==> src/rtl/flash_cmd_pkg.sv <==
package flash_cmd_pkg;

  localparam logic [7:0] CMD_ARRAY    = 8'hFF;
  localparam logic [7:0] CMD_STATUS   = 8'h70;
  localparam logic [7:0] CMD_CLEAR    = 8'h50;
  localparam logic [7:0] CMD_WORD     = 8'h40;
  localparam logic [7:0] CMD_WORD_ALT = 8'h10;
  localparam logic [7:0] CMD_ERASE    = 8'h20;
  localparam logic [7:0] CMD_BUFFER   = 8'hE8;
  localparam logic [7:0] CMD_FACTORY  = 8'h80;
  localparam logic [7:0] CMD_CONFIRM  = 8'hD0;
  localparam logic [7:0] CMD_SUSPEND  = 8'hB0;

  typedef enum logic [3:0] {
    S_IDLE, S_PGM_SETUP, S_ERS_SETUP, S_BUF_COUNT, S_BUF_DATA,
    S_BUF_CONFIRM, S_EFP_SETUP, S_RUN, S_EFP_RUN, S_SUSP
  } seq_state_e;

  typedef enum logic [2:0] {
    OP_NONE = 3'd0, OP_WORD = 3'd1, OP_BUFFER = 3'd2,
    OP_FACTORY = 3'd3, OP_ERASE = 3'd4
  } op_kind_e;

  // count field holds words-minus-one; it fits when below the buffer size
  function automatic logic count_fits(logic [7:0] field, int unsigned max_words);
    return 32'(field) < max_words;
  endfunction

  // number of words a count field announces
  function automatic int unsigned words_of(logic [7:0] field);
    return 32'(field) + 1;
  endfunction

  // assemble the status byte from its flags
  function automatic logic [7:0] pack_status(logic ready, logic ers_held,
                                             logic err_hi, logic err_lo,
                                             logic pgm_held);
    return {ready, ers_held, err_hi, err_lo, 1'b0, pgm_held, 2'b00};
  endfunction

endpackage

==> src/rtl/fcs_busy_timer.sv <==
module fcs_busy_timer #(
  parameter int unsigned BUSY_CYCLES = 16,
  localparam int unsigned TMR_W = $clog2(BUSY_CYCLES + 1)
) (
  input  logic clk,
  input  logic rst_n,
  input  logic load,
  input  logic hold,
  output logic done_evt,
  output logic busy
);

  logic [TMR_W-1:0] count_q;

  always_ff @(posedge clk or negedge rst_n) begin
    if (!rst_n)                          count_q <= '0;
    else if (load)                       count_q <= TMR_W'(BUSY_CYCLES);
    else if (count_q != '0 && !hold)     count_q <= count_q - 1'b1;
  end

  assign done_evt = (count_q == TMR_W'(1)) && !hold;
  assign busy     = (count_q != '0);

  assert_hold_freezes_R10: assert property (@(posedge clk) disable iff (!rst_n)
    (hold && !load) |=> $stable(count_q));

endmodule

==> src/rtl/fcs_status.sv <==
module fcs_status import flash_cmd_pkg::*; #(
  parameter int unsigned NPART  = 4,
  parameter int unsigned PART_W = 2
) (
  input  logic              clk,
  input  logic              rst_n,
  input  logic              start_evt,
  input  logic              done_evt,
  input  logic              susp_evt,
  input  logic              susp_erase,
  input  logic              resume_evt,
  input  logic              err_evt,
  input  logic              clr_evt,
  input  logic              mode_status_evt,
  input  logic              mode_array_evt,
  input  logic [PART_W-1:0] evt_part,
  output logic [7:0]        status,
  output logic [NPART-1:0]  part_mode
);

  logic ready_q, ers_held_q, pgm_held_q, err_q;

  always_ff @(posedge clk or negedge rst_n) begin
    if (!rst_n) begin
      ready_q    <= 1'b1;
      ers_held_q <= 1'b0;
      pgm_held_q <= 1'b0;
    end else if (start_evt || resume_evt) begin
      ready_q    <= 1'b0;
      ers_held_q <= 1'b0;
      pgm_held_q <= 1'b0;
    end else if (susp_evt) begin
      ready_q    <= 1'b1;
      ers_held_q <= susp_erase;
      pgm_held_q <= !susp_erase;
    end else if (done_evt) begin
      ready_q    <= 1'b1;
    end
  end

  always_ff @(posedge clk or negedge rst_n) begin
    if (!rst_n)        err_q <= 1'b0;
    else if (err_evt)  err_q <= 1'b1;
    else if (clr_evt)  err_q <= 1'b0;
  end

  for (genvar p = 0; p < NPART; p++) begin : g_part
    logic hit;
    assign hit = (evt_part == PART_W'(p));
    always_ff @(posedge clk or negedge rst_n) begin
      if (!rst_n)                        part_mode[p] <= 1'b0;
      else if (hit && mode_status_evt)   part_mode[p] <= 1'b1;
      else if (hit && mode_array_evt)    part_mode[p] <= 1'b0;
    end
  end

  assign status = pack_status(ready_q, ers_held_q, err_q, err_q, pgm_held_q);

  assert_err_sticky_R13: assert property (@(posedge clk) disable iff (!rst_n)
    (status[4] && !clr_evt) |=> (status[4] && status[5]));

  assert_held_is_ready_R10: assert property (@(posedge clk) disable iff (!rst_n)
    (status[2] || status[6]) |-> status[7]);

endmodule

==> src/rtl/fcs_sequencer.sv <==
module fcs_sequencer import flash_cmd_pkg::*; #(
  parameter int unsigned ADDR_W  = 16,
  parameter int unsigned PART_W  = 2,
  parameter int unsigned BUF_MAX = 32,
  parameter int unsigned CNT_W   = 6
) (
  input  logic              clk,
  input  logic              rst_n,
  input  logic              wr_en,
  input  logic [ADDR_W-1:0] wr_addr,
  input  logic [7:0]        wr_data,
  input  logic              done_evt,
  output logic              start_evt,
  output logic              err_evt,
  output logic              susp_evt,
  output logic              resume_evt,
  output logic              clr_evt,
  output logic              mode_status_evt,
  output logic              mode_array_evt,
  output logic [PART_W-1:0] evt_part,
  output logic              hold,
  output logic              efp_run,
  output logic              susp_erase,
  output logic              op_start,
  output logic [2:0]        op_kind,
  output logic [ADDR_W-1:0] op_addr,
  output logic [7:0]        op_data,
  output logic [CNT_W-1:0]  op_count
);

  seq_state_e state_q, state_d;
  op_kind_e   kind_q, launch_kind;
  logic [ADDR_W-1:0] launch_addr, buf_addr_q;
  logic [7:0]        launch_data, buf_last_q;
  logic [CNT_W-1:0]  launch_count, buf_total_q, remain_q;
  logic [ADDR_W-1:0] op_addr_q;
  logic [7:0]        op_data_q;
  logic [CNT_W-1:0]  op_count_q;
  logic              op_start_q;
  logic              buf_arm, buf_word;

  assign evt_part = wr_addr[ADDR_W-1 -: PART_W];

  always_comb begin
    state_d         = state_q;
    start_evt       = 1'b0;
    err_evt         = 1'b0;
    susp_evt        = 1'b0;
    resume_evt      = 1'b0;
    clr_evt         = 1'b0;
    mode_status_evt = 1'b0;
    mode_array_evt  = 1'b0;
    buf_arm         = 1'b0;
    buf_word        = 1'b0;
    launch_kind     = OP_NONE;
    launch_addr     = wr_addr;
    launch_data     = wr_data;
    launch_count    = CNT_W'(1);
    if (done_evt && (state_q == S_RUN || state_q == S_EFP_RUN)) begin
      state_d = S_IDLE;
    end else if (wr_en) begin
      unique case (state_q)
        S_IDLE: begin
          unique case (wr_data)
            CMD_ARRAY:              mode_array_evt  = 1'b1;
            CMD_STATUS:             mode_status_evt = 1'b1;
            CMD_CLEAR:              clr_evt         = 1'b1;
            CMD_WORD, CMD_WORD_ALT: state_d = S_PGM_SETUP;
            CMD_ERASE:              state_d = S_ERS_SETUP;
            CMD_BUFFER:             state_d = S_BUF_COUNT;
            CMD_FACTORY:            state_d = S_EFP_SETUP;
            default:                state_d = S_IDLE;
          endcase
        end
        S_PGM_SETUP: begin
          start_evt   = 1'b1;
          launch_kind = OP_WORD;
        end
        S_ERS_SETUP: begin
          if (wr_data == CMD_CONFIRM) begin
            start_evt   = 1'b1;
            launch_kind = OP_ERASE;
          end else begin
            err_evt = 1'b1;
          end
        end
        S_BUF_COUNT: begin
          if (count_fits(wr_data, BUF_MAX)) begin
            buf_arm = 1'b1;
            state_d = S_BUF_DATA;
          end else begin
            err_evt = 1'b1;
          end
        end
        S_BUF_DATA: begin
          buf_word = 1'b1;
          if (remain_q == CNT_W'(1)) state_d = S_BUF_CONFIRM;
        end
        S_BUF_CONFIRM: begin
          if (wr_data == CMD_CONFIRM) begin
            start_evt    = 1'b1;
            launch_kind  = OP_BUFFER;
            launch_addr  = buf_addr_q;
            launch_data  = buf_last_q;
            launch_count = buf_total_q;
          end else begin
            err_evt = 1'b1;
          end
        end
        S_EFP_SETUP: begin
          if (wr_data == CMD_CONFIRM) begin
            start_evt   = 1'b1;
            launch_kind = OP_FACTORY;
          end else begin
            err_evt = 1'b1;
          end
        end
        S_RUN: begin
          if (wr_data == CMD_STATUS) begin
            mode_status_evt = 1'b1;
          end else if (wr_data == CMD_SUSPEND) begin
            susp_evt = 1'b1;
            state_d  = S_SUSP;
          end
        end
        S_EFP_RUN: state_d = S_EFP_RUN;
        S_SUSP: begin
          if (wr_data == CMD_CONFIRM) begin
            resume_evt = 1'b1;
            state_d    = S_RUN;
          end else if (wr_data == CMD_STATUS) begin
            mode_status_evt = 1'b1;
          end else if (wr_data == CMD_ARRAY) begin
            mode_array_evt = 1'b1;
          end
        end
        default: state_d = S_IDLE;
      endcase
      if (start_evt) begin
        mode_status_evt = 1'b1;
        state_d = (launch_kind == OP_FACTORY) ? S_EFP_RUN : S_RUN;
      end
      if (err_evt) begin
        mode_status_evt = 1'b1;
        state_d = S_IDLE;
      end
    end
  end

  always_ff @(posedge clk or negedge rst_n) begin
    if (!rst_n) begin
      state_q     <= S_IDLE;
      buf_addr_q  <= '0;
      buf_last_q  <= '0;
      buf_total_q <= '0;
      remain_q    <= '0;
    end else begin
      state_q <= state_d;
      if (buf_arm) begin
        buf_addr_q  <= wr_addr;
        buf_total_q <= CNT_W'(words_of(wr_data));
        remain_q    <= CNT_W'(words_of(wr_data));
      end else if (buf_word) begin
        buf_last_q <= wr_data;
        remain_q   <= remain_q - 1'b1;
      end
    end
  end

  always_ff @(posedge clk or negedge rst_n) begin
    if (!rst_n) begin
      kind_q     <= OP_NONE;
      op_addr_q  <= '0;
      op_data_q  <= '0;
      op_count_q <= '0;
      op_start_q <= 1'b0;
    end else begin
      op_start_q <= start_evt;
      if (start_evt) begin
        kind_q     <= launch_kind;
        op_addr_q  <= launch_addr;
        op_data_q  <= launch_data;
        op_count_q <= launch_count;
      end
    end
  end

  assign hold       = (state_q == S_SUSP);
  assign efp_run    = (state_q == S_EFP_RUN);
  assign susp_erase = (kind_q == OP_ERASE);
  assign op_start   = op_start_q;
  assign op_kind    = kind_q;
  assign op_addr    = op_addr_q;
  assign op_data    = op_data_q;
  assign op_count   = op_count_q;

  assert_bad_confirm_no_start_R5: assert property (@(posedge clk) disable iff (!rst_n)
    (wr_en && state_q == S_ERS_SETUP && wr_data != CMD_CONFIRM) |=> !op_start_q);

endmodule

==> src/rtl/flash_cmd_seq.sv <==
module flash_cmd_seq import flash_cmd_pkg::*; #(
  parameter int unsigned ADDR_W      = 16,
  parameter int unsigned NPART       = 4,
  parameter int unsigned BUF_MAX     = 32,
  parameter int unsigned BUSY_CYCLES = 16,
  localparam int unsigned PART_W     = $clog2(NPART),
  localparam int unsigned CNT_W      = $clog2(BUF_MAX + 1)
) (
  input  logic              clk,
  input  logic              rst_n,
  input  logic              wr_en,
  input  logic [ADDR_W-1:0] wr_addr,
  input  logic [7:0]        wr_data,
  output logic [7:0]        status,
  output logic [NPART-1:0]  part_status_mode,
  output logic              busy,
  output logic              op_start,
  output logic [2:0]        op_kind,
  output logic [ADDR_W-1:0] op_addr,
  output logic [7:0]        op_data,
  output logic [CNT_W-1:0]  op_count
);

  logic start_evt, err_evt, susp_evt, resume_evt, clr_evt;
  logic mode_status_evt, mode_array_evt, hold, efp_run, susp_erase, done_evt;
  logic [PART_W-1:0] evt_part;

  fcs_sequencer #(.ADDR_W(ADDR_W), .PART_W(PART_W), .BUF_MAX(BUF_MAX), .CNT_W(CNT_W)) u_seq (
    .clk(clk), .rst_n(rst_n), .wr_en(wr_en), .wr_addr(wr_addr), .wr_data(wr_data),
    .done_evt(done_evt), .start_evt(start_evt), .err_evt(err_evt), .susp_evt(susp_evt),
    .resume_evt(resume_evt), .clr_evt(clr_evt), .mode_status_evt(mode_status_evt),
    .mode_array_evt(mode_array_evt), .evt_part(evt_part), .hold(hold), .efp_run(efp_run),
    .susp_erase(susp_erase), .op_start(op_start), .op_kind(op_kind), .op_addr(op_addr),
    .op_data(op_data), .op_count(op_count)
  );

  fcs_busy_timer #(.BUSY_CYCLES(BUSY_CYCLES)) u_tmr (
    .clk(clk), .rst_n(rst_n), .load(start_evt), .hold(hold),
    .done_evt(done_evt), .busy(busy)
  );

  fcs_status #(.NPART(NPART), .PART_W(PART_W)) u_stat (
    .clk(clk), .rst_n(rst_n), .start_evt(start_evt), .done_evt(done_evt),
    .susp_evt(susp_evt), .susp_erase(susp_erase), .resume_evt(resume_evt),
    .err_evt(err_evt), .clr_evt(clr_evt), .mode_status_evt(mode_status_evt),
    .mode_array_evt(mode_array_evt), .evt_part(evt_part), .status(status),
    .part_mode(part_status_mode)
  );

  assert_start_pulse_R2: assert property (@(posedge clk) disable iff (!rst_n)
    op_start |=> !op_start);

  assert_ready_low_on_start_R3: assert property (@(posedge clk) disable iff (!rst_n)
    op_start |-> (!status[7] && busy));

  assert_busy_filter_R9: assert property (@(posedge clk) disable iff (!rst_n)
    (busy && !hold && !efp_run && wr_en && wr_data != CMD_STATUS && wr_data != CMD_SUSPEND)
      |=> (!op_start && $stable(part_status_mode)));

  assert_factory_ignores_R8: assert property (@(posedge clk) disable iff (!rst_n)
    (efp_run && wr_en) |=> (!op_start && !hold && $stable(part_status_mode)));

endmodule

==> config.mk <==
export PLATFORM = sky130hd
export DESIGN_NAME = flash_cmd_seq
export DESIGN_NICKNAME = d
export VERILOG_FILES = /design/src/rtl/flash_cmd_pkg.sv /design/src/rtl/fcs_busy_timer.sv /design/src/rtl/fcs_status.sv /design/src/rtl/fcs_sequencer.sv /design/src/rtl/flash_cmd_seq.sv
export SDC_FILE = /design/constraint.sdc
export NUM_CORES = 1
export LEC_CHECK = 0
export CAP_MARGIN = 20
export CORE_MARGIN = 10
export CORE_UTILIZATION = 32
export DETAILED_ROUTE_END_ITERATION = 10
export DONT_BUFFER_PORTS = 1
export PLACE_DENSITY = 0.46
export REMOVE_ABC_BUFFERS = 1
export SYNTH_ARGS = -nofsm -noshare
export SYNTH_HDL_FRONTEND = slang
export SYNTH_HIERARCHICAL = 1
export SYNTH_SLANG_ARGS = --single-unit
==> constraint.sdc <==
create_clock -name clk -period 3.3 [get_ports clk]
set_clock_uncertainty 0.1 [all_clocks]
set_input_delay 0.66 -clock clk [delete_from_list [all_inputs] [get_ports clk]]
set_output_delay 0.66 -clock clk [all_outputs]
set_load 0.1 [all_outputs]
==> metrics.md, run 1 <==
| Metric | Value |
|---|---|
| Status | finished, final reports clean |
| Post-synth EDFFs | 0 |
| # IOs | 74 |
| Total gr overflow | 0 |
| Post-Syn Instances | 461 |
| Ant. Diodes | 0 |
| DRT Pass-1 Iters | 4 |
| CTS tree | yes |
| CP endpoint kind | flop |
| Peak supply drop | 0.0003818 V |
| Via density | 5.240 |
| Tmin final | 2.965 ns |
| Antenna viol nets, final | 0 |
| GRT Util Overall | 13.04% |
| Rows | 42 |
| CP max FO | 52 |
| Root buffer cell | clkbuf_16 |
| Hold/Removal Path Class | in -> async |
| Worst R2R End | u_seq/op_data[7] |
| Number of I/O port buffers | 0 |
| H-tree levels | 3 |
| Yosys reg bits | 87 |
| Clock Power Share | 19.8% |
| Final #Nets | 486 |
| Final GP Congestion | 0.8857 |
| Slowest stage cell, crit path | or4b_2 |
| Critical path type | reg -> reg |
| DR vias | 3322 |
| CTS Buf Count | 9 |
| Sequential share of the synthesized area | 49.25% |
| Starting Density | 33.01% |
| Reg2Reg Setup Slack | 0.33 ns |
| Comb pwr share | 19.6% |
| Placeable Area | 13400 um2 |
| Max Cap Viol | 0 |
| Fillers | 1371 |
| Sw Pwr | 2.562 mW |
| Crit path buf inv count | 2 |
| Synth Flop Type | dfrtp_1 |
| Worst r2r path cells | 10 |
| Async SR Flop Fraction | 100.0% |
| Unique masters post-synth | 70 |
| Vias in the first global route | 3284 |
| Origin of the critical flop-to-flop path | u_seq/state_q[2] |
| Initial antenna violation count | 0 |
| Clock sink count | 87 |
| Crit path arrival time | 3.13 ns |
| Worst hold slack | 0.06146 ns |
| Utilization after layout | 36.21% |
| Ys Warns | 6 |
| Avg WL per Cell | 18.52 um |
| Mapped cell area | 4423 um2 |
| Chip Height | 137.6 um |
| Max Root-Sink Buffers | 2 |
| Worst path top cell family by delay | simple AND/OR/NAND/NOR gates |
| CP max stage delay | 0.67 ns |
| Pint | 2.352 mW |
| Share of layout cells above drive strength 1 | 12.23% |
| Drt total wl | 11740 um |
| Final Hold Fails | 0 |
| Final Max Tran Viols | 0 |
| Critical path launch point type | flop |
| Fin crit share | 89.86% |
| Setup-failing EPs final | 0 |
| Die X | 137.6 um |
| DRC errors left | 0 |
| Worst skew pair latency | 0.35 ns |
| WP data required | 3.47 ns |
| Largest net degree at the start of global routing | 87 |
| Area growth, synth to finish | 9.703% |
| First-pass GRT wire length | 19090 um |
| Synth Area per Inst | 9.594 um2 |
| Full die area | 18920 um2 |
| Post-DP HPWL | 7883 um |
| Critical Path, Cell by Cell | nor3b_2 > nand2_1 > inv_1 > nor2_1 > and3_1 > o21a_4 > or4b_2 > buf_4 > mux2i_1 > a21oi_1 |
| RSZ-0062 raised after global routing | false |
| Worst-path clk slew | 0.06 ns |
| Slew HR | 32.56% |
| FMAX | 0.3372 GHz |
| Power per cell area | 1013 nW/um2 |
| Pleak | 2.203 nW |
| First DRT Iteration DRCs | 243 |
| Flop pwr share | 60.6% |
| Tightest Pin Transition | 1.012 ns |
| Sw Share | 52.14% |
## layout make-up
type	count	area (um2)	share of cell area, %
clock buffer	13	250.2	5.157
clock inverter	3	26.28	0.5415
inverter	17	65.06	1.341
multi-input combinational	320	1956	40.30
sequential	87	2180	44.92
tap	176	220.2	4.538
timing repair buffer	18	155.1	3.198
## worst max path at each step
stage | cells after the start | end | slack, ns | startpoint
floorplan | 10 | u_seq/op_kind[0] | -0.15 | u_seq/state_q[0]
global placement | 9 | u_seq/op_count[5] | 0.25 | u_seq/state_q[2]
detailed placement | 10 | u_seq/op_data[7] | 0.17 | u_seq/state_q[2]
CTS | 10 | u_seq/op_data[7] | 0.13 | u_seq/state_q[2]
global route | 10 | u_seq/op_data[7] | 0.13 | u_seq/state_q[2]
finish | 10 | u_seq/op_data[7] | 0.33 | u_seq/state_q[2]
## kinds of logic (layout without fill, tap and decap cells)
logic type,Yosys count,after routing,synth area share [%]
other,1,3,0.08478
flip-flops,87,87,49.25
adder cells (fa/ha/maj),6,6,1.697
AND/OR/NAND/NOR,186,186,21.81
AO/OA/AOI/OAI,108,108,16.46
multiplexers,10,10,2.489
XOR/XNOR,7,7,1.386
buffers and inverters,56,51,6.818
## cell usage in the layout, fill, tap and decap left out, types with 3 or more instances in the layout
| master | n |
|---|---|
| a21o_1 | 4 |
| a21oi_1 | 14 |
| a221o_1 | 3 |
| a22o_1 | 5 |
| a31oi_1 | 5 |
| and3_1 | 6 |
| buf_4 | 17 |
| clkbuf_1 | 3 |
| clkbuf_16 | 9 |
| conb_1 | 3 |
| dfrtp_1 | 85 |
| ha_1 | 6 |
| inv_1 | 16 |
| mux2_2 | 8 |
| nand2_1 | 92 |
| nand2b_1 | 8 |
| nand3_1 | 11 |
| nand3b_1 | 3 |
| nand4_1 | 4 |
| nor2_1 | 17 |
| nor2b_1 | 4 |
| nor3_1 | 10 |
| nor4b_1 | 3 |
| o211ai_1 | 3 |
| o21ai_0 | 21 |
| o21ai_1 | 9 |
| o22ai_1 | 18 |
| o2bb2ai_1 | 3 |
| o32ai_1 | 3 |
| or3_1 | 5 |
| xor2_1 | 5 |
## repair_timing
| item | CTS | global route |
|---|---|---|
| hold endpoints to repair | 86 | 0 |
| endpoints found under the setup margin | 0 | 2 |
| buffers inserted | 0 | 0 |
| gates resized for setup | 0 | 1 |
| hold buffers | 1 | 0 |
## through the flow
stage                     cells  setup TNS, ns  setup slack (ns)  power, mW  instance area [um2]
final                       634              0            0.3346      4.915                 4852
after global routing        634              0            0.1339      5.201                 4852
after CTS                   634              0            0.1279      4.983                 4847
after detailed placement    617              0            0.1687      3.960                 4543
after global placement      617              0            0.2531      3.935                 4543
after floorplan             424        -0.2546           -0.1539      3.661                 4194
## power groups by stage
| stage | combinational, mW | sequential [mW] | clock, mW |
|---|---|---|---|
| floorplan | 0.722 | 2.94 | 0 |
| global placement | 0.929 | 3.01 | 0 |
| detailed placement | 0.949 | 3.01 | 0 |
| CTS | 0.976 | 2.99 | 1.02 |
| global route | 1.11 | 3.03 | 1.06 |
| finish | 0.965 | 2.98 | 0.972 |
## cells in the mapped netlist (2+ instances only)
master | n | area, um2
nor2b_1 | 4 | 25.02
o2bb2ai_1 | 3 | 26.28
o311ai_0 | 2 | 17.52
nand4b_1 | 2 | 17.52
nor3b_1 | 3 | 22.52
or3_1 | 5 | 31.28
xor2_1 | 5 | 43.79
nor4b_2 | 2 | 30.03
nor4b_1 | 3 | 26.28
a31oi_1 | 5 | 31.28
clkbuf_1 | 9 | 33.78
and3_1 | 6 | 37.54
mux2_2 | 8 | 90.09
nor3_1 | 10 | 50.05
nand2b_1 | 8 | 50.05
buf_1 | 2 | 7.510
nand2_1 | 92 | 345.3
a22o_1 | 5 | 43.79
dfrtp_1 | 86 | 2152
a32o_1 | 2 | 20.02
nand3_1 | 11 | 55.05
a21o_1 | 4 | 30.03
o32ai_1 | 3 | 26.28
nand3b_1 | 3 | 22.52
buf_6 | 4 | 45.04
o21ai_1 | 9 | 45.04
nand4_1 | 4 | 25.02
and2_1 | 2 | 12.51
o22ai_1 | 18 | 112.6
buf_2 | 12 | 60.06
a21oi_1 | 14 | 70.07
o21ai_0 | 21 | 105.1
a41o_1 | 2 | 20.02
mux2i_1 | 2 | 20.02
o31ai_1 | 2 | 15.01
xnor2_1 | 2 | 17.52
inv_1 | 16 | 60.06
nor2_1 | 17 | 63.81
nor4_1 | 2 | 12.51
ha_1 | 6 | 75.07
o211ai_1 | 3 | 22.52
buf_4 | 12 | 90.09
a221o_1 | 3 | 30.03
## sequential cells by signal (all words and copies together), names as in the netlist, 3 cells and up
register,count
u_tmr/count_q,5
u_seq/op_kind,3
u_seq/buf_total_q,6
u_seq/remain_q,6
u_seq/op_count,6
u_seq/buf_addr_q,16
u_seq/state_q,4
u_seq/op_addr,16
u_seq/op_data,8
u_seq/buf_last_q,8
u_stat/part_mode,4
## routing by layer
| layer | GRT usage [%] | share of wire, % | vias to the layer above |
|---|---|---|---|
| met5 | 0 | 0 | - |
| met4 | 5.504 | 1.1 | 0 |
| met3 | 4.042 | 8.3 | 8 |
| met2 | 19.37 | 46 | 82 |
| met1 | 17.14 | 44 | 1615 |
| li1 | - | - | 1617 |
Power figures use the tool's default switching activity.
==> run 2: changes to the inputs <==
- CAP_MARGIN: 20 -> not set
- PLACE_DENSITY: 0.46 -> 0.43
==> run 2 against run 1 <==
Core utilization increased by 0.37 points; die area is the same; sequential power hardly changed; worst hold slack worse by 0.0076 ns; via count is 0.45% higher; combinational power up 2%; largest cell class unchanged; clock power grew 14%; non-clock buffer count unchanged; critical path depth grew 1; maximum frequency up 2.7%; setup slack better by 0.079 ns; final area is 1.0% higher.
==> metrics.md, run 2 (same netlist as run 1, synthesis figures left out) <==
| Metric | Value |
|---|---|
| Status | finished, final reports clean (unchanged) |
| Initial antenna violation count | 0 (unchanged) |
| Sw Share | 51.03% (was 52.14%) |
| Slowest stage cell, crit path | nor4b_2 (was or4b_2) |
| Top Layer Used | met4 (unchanged) |
| Cell mode on critical path | nand2_1 |
| Pleak | 2.226 nW (was 2.203 nW) |
| Clock sink count | 87 (unchanged) |
| DRC errors left | 0 (unchanged) |
| First DRT Iteration DRCs | 238 (was 243) |
| Critical path launch point type | flop (unchanged) |
| Tightest Pin Transition | 0.9933 ns (was 1.012 ns) |
| Die X | 137.6 um (unchanged) |
| Final #Nets | 486 (unchanged) |
| Area growth, synth to finish | 10.83% (was 9.703%) |
| Largest net degree at the start of global routing | 87 (unchanged) |
| Number of I/O port buffers | 0 (unchanged) |
| Critical path type | reg -> reg (unchanged) |
| Final Max Tran Viols | 0 (unchanged) |
| WP data required | 3.43 ns (was 3.47 ns) |
| Crit path arrival time | 3.01 ns (was 3.13 ns) |
| Routed met2 length | 5616 um (was 5426 um) |
| CP max FO | 9 (was 52) |
| Commonest non-fill, non-tap cell in the layout | nand2_1 (unchanged) |
| Worst skew pair latency | 0.35 ns (about the same) |
| RSZ-0062 raised after global routing | false (unchanged) |
| Utilization after layout | 36.58% (was 36.21%) |
| Rows | 42 (unchanged) |
| CTS Buf Count | 9 (unchanged) |
| Share of layout cells above drive strength 1 | 13.10% (was 12.23%) |
| First-pass GRT wire length | 19300 um (was 19090 um) |
| Final GP Congestion | 0.8051 (was 0.8857) |
| Comb pwr share | 19.4% (was 19.6%) |
| Setup-failing EPs final | 0 (unchanged) |
| Avg WL per Cell | 18.89 um (was 18.52 um) |
| Sw Pwr | 2.593 mW (was 2.562 mW) |
| Full die area | 18920 um2 (unchanged) |
| CP max stage delay | 0.40 ns (was 0.67 ns) |
| Chip Height | 137.6 um (unchanged) |
| CTS tree | yes (unchanged) |
| DR WL met3 | 883 um (was 980 um) |
| Antenna viol nets, final | 0 (unchanged) |
| Clock Power Share | 21.9% (was 19.8%) |
| Multi-input combinational cell area | 1962 um2 (was 1956 um2) |
| DRT Pass-1 Iters | 5 (was 4) |
| Final Hold Fails | 0 (unchanged) |
| Via density | 5.263 (was 5.240) |
| Critical Path, Cell by Cell | nor3b_2 > nand2_1 > inv_1 > nor2_1 > and3_1 > o21ai_2 > nand2_1 > nor4b_2 > buf_4 > nor3b_1 > o22ai_1 (was nor3b_2 > nand2_1 > inv_1 > nor2_1 > and3_1 > o21a_4 > or4b_2 > buf_4 > mux2i_1 > a21oi_1) |
| Hold/Removal Path Class | in -> async (unchanged) |
| Non-filler instance count after layout | 634 (unchanged) |
| Max Cap Viol | 0 (unchanged) |
| Starting Density | 33.01% (unchanged) |
| Fillers | 1395 (was 1371) |
| Flop pwr share | 58.7% (was 60.6%) |
| # IOs | 74 (unchanged) |
| Post-CTS Setup Inserts | 0 (unchanged) |
| Slew HR | 33.78% (was 32.56%) |
| Fin crit share | 87.46% (was 89.86%) |
| Seq. cell area | 2180 um2 (unchanged) |
| Inst Count DP | 617 (unchanged) |
| Pint | 2.488 mW (was 2.352 mW) |
| Placeable Area | 13400 um2 (unchanged) |
| Commonest non-fill, non-tap cells in the layout | nand2_1, dfrtp_1, o21ai_0 (unchanged) |
| FMAX | 0.3465 GHz (was 0.3372 GHz) |
| Tmin final | 2.886 ns (was 2.965 ns) |
| Root buffer cell | clkbuf_16 (unchanged) |
| Total gr overflow | 0 (unchanged) |
| Drt total wl | 11980 um (was 11740 um) |
| CP endpoint kind | flop (unchanged) |
| Max Root-Sink Buffers | 2 (unchanged) |
| GRT Util Overall | 13.29% (was 13.04%) |
| Worst-path clk slew | 0.07 ns (was 0.06 ns) |
| Peak supply drop | 0.0002621 V (was 0.0003818 V) |
| Post-DP HPWL | 8209 um (was 7883 um) |
| Power per cell area | 1036 nW/um2 (was 1013 nW/um2) |
| DR vias | 3337 (was 3322) |
| Vias in the first global route | 3300 (was 3284) |
| Ant. Diodes | 0 (unchanged) |
| Routed met1 length | 5360 um (was 5202 um) |
| H-tree levels | 3 (unchanged) |
-- run 2: worst max-delay path, delay by kind of cell (launching register included) --
kind,cells,cell delay (ns)
AO/OA/AOI/OAI,2,0.29
buffers and inverters,2,0.33
flip-flops,1,0.39
AND/OR/NAND/NOR,7,1.65
-- run 2: power groups by stage --
stage          registers [mW]  logic [mW]  clock network (mW)
2_1_floorplan            2.94       0.722                   0
3_3_place_gp             3.01       0.944                   0
3_5_place_dp             3.02       0.962                   0
4_1_cts                  3.00       0.991                1.16
5_1_grt                  3.04        1.12                1.21
6_report                 2.98       0.984                1.11
-- run 2: routing by layer --
metal	track usage, %	up-vias
met4	3.923	0
met1	17.17	1643
met2	20.38	73
met3	4.734	12
met5	0	-
li1	-	1609
-- run 2: cell type report --
type / count / area share, %
sequential: 87 / 44.46
tap: 176 / 4.492
timing repair buffer: 18 / 3.165
clock inverter: 7 / 1.940
clock buffer: 9 / 4.594
inverter: 17 / 1.327
multi-input combinational: 320 / 40.02
-- run 2: metrics by stage --
step                      power [mW]  setup WS [ns]  TNS (ns)  cell area [um2]  hold slack, ns
after floorplan                3.661        -0.1539   -0.2546             4194          0.2644
after detailed placement       3.982         0.1822         0             4543          0.2674
final                          5.080         0.4137         0             4902         0.05388
after global routing           5.368         0.1098         0             4902         0.02525
after CTS                      5.148         0.1416         0             4891         0.03344
after global placement         3.954         0.2134         0             4543          0.2675
-- run 2: path summary, 6_finish.rpt --
| check | from | to | slack (ns) | cells past startpoint |
|---|---|---|---|---|
| max | u_seq/state_q[2] | u_stat/part_mode[0] | 0.41 | 11 |
| min | rst_n | u_stat/ready_q | 0.05 | 0 |
| min in group clk | wr_addr[15] | u_stat/part_mode[0] | 0.30 | 1 |
| max reg2reg | u_seq/state_q[2] | u_stat/part_mode[0] | 0.41 | 11 |
| min reg2reg | u_seq/buf_addr_q[0] | u_seq/buf_addr_q[0] | 0.38 | 2 |
| max in group asynchronous | rst_n | u_stat/err_q | 2.61 | 1 |
-- run 2: what timing repair did --
action / 4_1_cts / 5_1_grt
hold buffers: 1 / 0
resized for setup: 0 / 2
endpoints found under the hold margin: 86 / 0
endpoints found under the setup margin: 0 / 5
==> run 3: changes to the inputs <==
- SYNTH_HIERARCHICAL: 1 -> not set
==> run 3 against run 2 <==
Via count fell by 1.3%; non-clock buffer count rose by 1; total power rose by 7.3%; synthesized cell count fell by 7.2%; maximum frequency rose by 2.7%.
==> metrics.md, run 3 <==
| Metric | Value |
|---|---|
| Status | finished, final reports clean (unchanged) |
| Hold/Removal Path Class | in -> async (unchanged) |
| Post-synth top area share | 47.45% (was 48.66%) |
| CP max stage delay | 0.59 ns (was 0.40 ns) |
| Critical path launch point type | flop (unchanged) |
| Initial antenna violation count | 0 (unchanged) |
| Synth top area cells | dfrtp_1, mux2_2, o21ai_0, mux2i_1, o221a_2 (was dfrtp_1, nand2_1, o22ai_1, o21ai_0, buf_4) |
| Ant. Diodes | 0 (unchanged) |
| Slew HR | 34.63% (was 33.78%) |
| FMAX | 0.3558 GHz (was 0.3465 GHz) |
| Sw Share | 51.78% (was 51.03%) |
| CP max FO | 17 (was 9) |
| Final #Nets | 458 (was 486) |
| Power per cell area | 1083 nW/um2 (was 1036 nW/um2) |
| Sequential share of the synthesized area | 48.03% (was 49.25%) |
| Synth Flop Type | dfrtp_1 (unchanged) |
| Share of layout cells above drive strength 1 | 18.50% (was 13.10%) |
| DRT Pass-1 Iters | 4 (was 5) |
| Synth cell count leaders | dfrtp_1, o21ai_0, mux2_2, nor2_1 (was nand2_1, dfrtp_1, o21ai_0, o22ai_1, nor2_1) |
| CTS Buf Count | 9 (unchanged) |
| First DRT Iteration DRCs | 245 (was 238) |
| Synth Area per Inst | 10.60 um2 (was 9.594 um2) |
| Post-synth top area cell | dfrtp_1 (unchanged) |
| Multi-input combinational cell area | 2098 um2 (was 1962 um2) |
| Full die area | 19340 um2 (was 18920 um2) |
| Most common cell in the netlist | dfrtp_1 (was nand2_1) |
| Starting Density | 32.68% (was 33.01%) |
| Number of I/O port buffers | 0 (unchanged) |
| Tightest Pin Transition | 0.9805 ns (was 0.9933 ns) |
| Total power | 5.450 mW (was 5.080 mW) |
| RSZ-0062 raised after global routing | false (unchanged) |
| Root buffer cell | clkbuf_16 (unchanged) |
| DRC errors left | 0 (unchanged) |
| Pint | 2.628 mW (was 2.488 mW) |
| Final GP Congestion | 0.8425 (was 0.8051) |
| Yosys reg bits | 87 (unchanged) |
| Commonest non-fill, non-tap cell in the layout | dfrtp_1 (was nand2_1) |
| Sw Pwr | 2.822 mW (was 2.593 mW) |
| Critical Path, Cell by Cell | and4b_1 > o21a_1 > nor3_1 > nand2_2 > inv_2 > o221a_2 (was nor3b_2 > nand2_1 > inv_1 > nor2_1 > and3_1 > o21ai_2 > nand2_1 > nor4b_2 > buf_4 > nor3b_1 > o22ai_1) |
| Placed Area | 4707 um2 (was 4543 um2) |
| Post-layout instance area | 5031 um2 (was 4902 um2) |
| Tmin final | 2.810 ns (was 2.886 ns) |
| Mapped cell area | 4536 um2 (was 4423 um2) |
| Fin crit share | 85.16% (was 87.46%) |
| Placeable Area | 13880 um2 (was 13400 um2) |
| Post-CTS sizing | 0 (unchanged) |
| H-tree levels | 3 (unchanged) |
| CTS tree | yes (unchanged) |
| Max Cap Viol | 0 (unchanged) |
| Setup tns final | 0 ns (unchanged) |
| Peak supply drop | 0.0002924 V (was 0.0002621 V) |
| Inst Count DP | 592 (was 617) |
| Utilization after layout | 36.24% (was 36.58%) |
| Final Max Tran Viols | 0 (unchanged) |
| Area growth, synth to finish | 10.92% (was 10.83%) |
| Post-DP HPWL | 8771 um (was 8209 um) |
| Critical path type | reg -> reg (unchanged) |
| Commonest non-fill, non-tap cells in the layout | dfrtp_1, o21ai_0, mux2_2 (was nand2_1, dfrtp_1, o21ai_0) |
| Max Root-Sink Buffers | 2 (unchanged) |
| Final Hold Fails | 0 (unchanged) |
| Async SR Flop Fraction | 100.0% (unchanged) |
| Comb pwr share | 22.2% (was 19.4%) |
| Final WS setup | 0.4897 ns (was 0.4137 ns) |
| Fillers | 1385 (was 1395) |
| Avg WL per Cell | 20.25 um (was 18.89 um) |
| Vias in the first global route | 3289 (was 3300) |
| Post-Syn Instances | 428 (was 461) |
| Die X | 139.1 um (was 137.6 um) |
| GRT Util Overall | 12.62% (was 13.29%) |
| # IOs | 74 (unchanged) |
| Antenna viol nets, final | 0 (unchanged) |
| Worst-path clk slew | 0.06 ns (was 0.07 ns) |
| DR vias | 3295 (was 3337) |
| Clock Power Share | 18.8% (was 21.9%) |
| Slowest stage cell, crit path | nor3_1 (was nor4b_2) |
| Setup-failing EPs final | 0 (unchanged) |
| WP data required | 3.48 ns (was 3.43 ns) |
| Pleak | 2.200 nW (was 2.226 nW) |
| Flop pwr share | 59.0% (was 58.7%) |
| Total gr overflow | 0 (unchanged) |
| Crit path arrival time | 2.99 ns (was 3.01 ns) |
| Rows | 43 (was 42) |
| Chip Height | 139.1 um (was 137.6 um) |
| Post-Place Worst Slack | 0.2511 ns (was 0.1822 ns) |
| Non-filler instance count after layout | 607 (was 634) |
| Largest net degree at the start of global routing | 87 (unchanged) |
| Post-synth EDFFs | 0 (unchanged) |
| Clock sink count | 87 (unchanged) |
| Seq. cell area | 2180 um2 (unchanged) |
| Worst hold slack | 0.05969 ns (was 0.05388 ns) |
| Ys Warns | 0 (was 6) |
| Unique masters post-synth | 70 (unchanged) |
| Worst skew pair latency | 0.34 ns (was 0.35 ns) |
| Via density | 5.428 (was 5.263) |
| CP endpoint kind | flop (unchanged) |
| First-pass GRT wire length | 19490 um (was 19300 um) |
| Drt total wl | 12290 um (was 11980 um) |
==> run 3: cell count changes after synthesis, sizes merged, moves of 5 or more <==
cell and delta:
nand2 -73, mux2 +17, o221a +10, or4 +11
buf -12, o21ai +14, mux2i +10, clkbuf +9
o22ai -14, nor4 +5
==> run 3: power groups by stage <==
stage	Combinational [mW]	Clock (mW)	Sequential, mW
finish	1.21	1.02	3.22
global route	1.37	1.11	3.28
detailed placement	1.20	0	3.25
floorplan	0.911	0	3.13
CTS	1.23	1.07	3.23
global placement	1.18	0	3.24
==> run 3: logic make-up after synthesis <==
family | after synthesis | share of synthesized area [%]
adder cells (fa/ha/maj) | 8 | 2.152
AND/OR/NAND/NOR | 116 | 15.12
buffers and inverters | 51 | 5.875
XOR/XNOR | 12 | 2.317
other | 1 | 0.08268
AO/OA/AOI/OAI | 116 | 17.57
flip-flops | 87 | 48.03
multiplexers | 37 | 8.855
==> run 3: final cells by class <==
cell class | instances | share of cell area (%)
Clock buffer | 11 | 5.024
Tap cell | 180 | 4.476
Sequential cell | 87 | 43.32
Inverter | 15 | 1.119
Multi-Input combinational cell | 292 | 41.71
Clock inverter | 3 | 0.8704
Timing Repair Buffer | 19 | 3.482
==> run 3: final timing paths <==
kind / start / to / slack [ns] / cells past startpoint
min in group clk: wr_addr[15] / u_stat.part_mode[0] / 0.31 / 1
max in group asynchronous: rst_n / u_seq.buf_total_q[3] / 2.62 / 1
hold reg to reg: u_seq.buf_total_q[1] / u_seq.buf_total_q[1] / 0.38 / 1
hold / removal: rst_n / u_stat.ready_q / 0.06 / 0
setup reg to reg: u_seq.state_q[0] / u_seq.op_addr[12] / 0.49 / 6
setup / recovery: u_seq.state_q[0] / u_seq.op_addr[12] / 0.49 / 6
==> run 3: timing repair <==
action	CTS	global route
setup buffers	0	0
hold endpoints to repair	86	0
hold buffers	1	0
==> run 3: critical path, delay by kind of cell, from the launching register on <==
kind            cells  cell delay, ns
compound gates      2            0.54
flops               1            0.56
buf+inv             1            0.34
simple gates        3            1.20
==> run 3: per-layer routing <==
layer  global-route usage (%)  vias up  wire length [um]
li1                         -     1578                 -
met1                    15.93     1616              5501
met2                    19.31       94              5758
met3                    5.240        7               952
met4                    3.515        0                78
met5                        0        -                 0
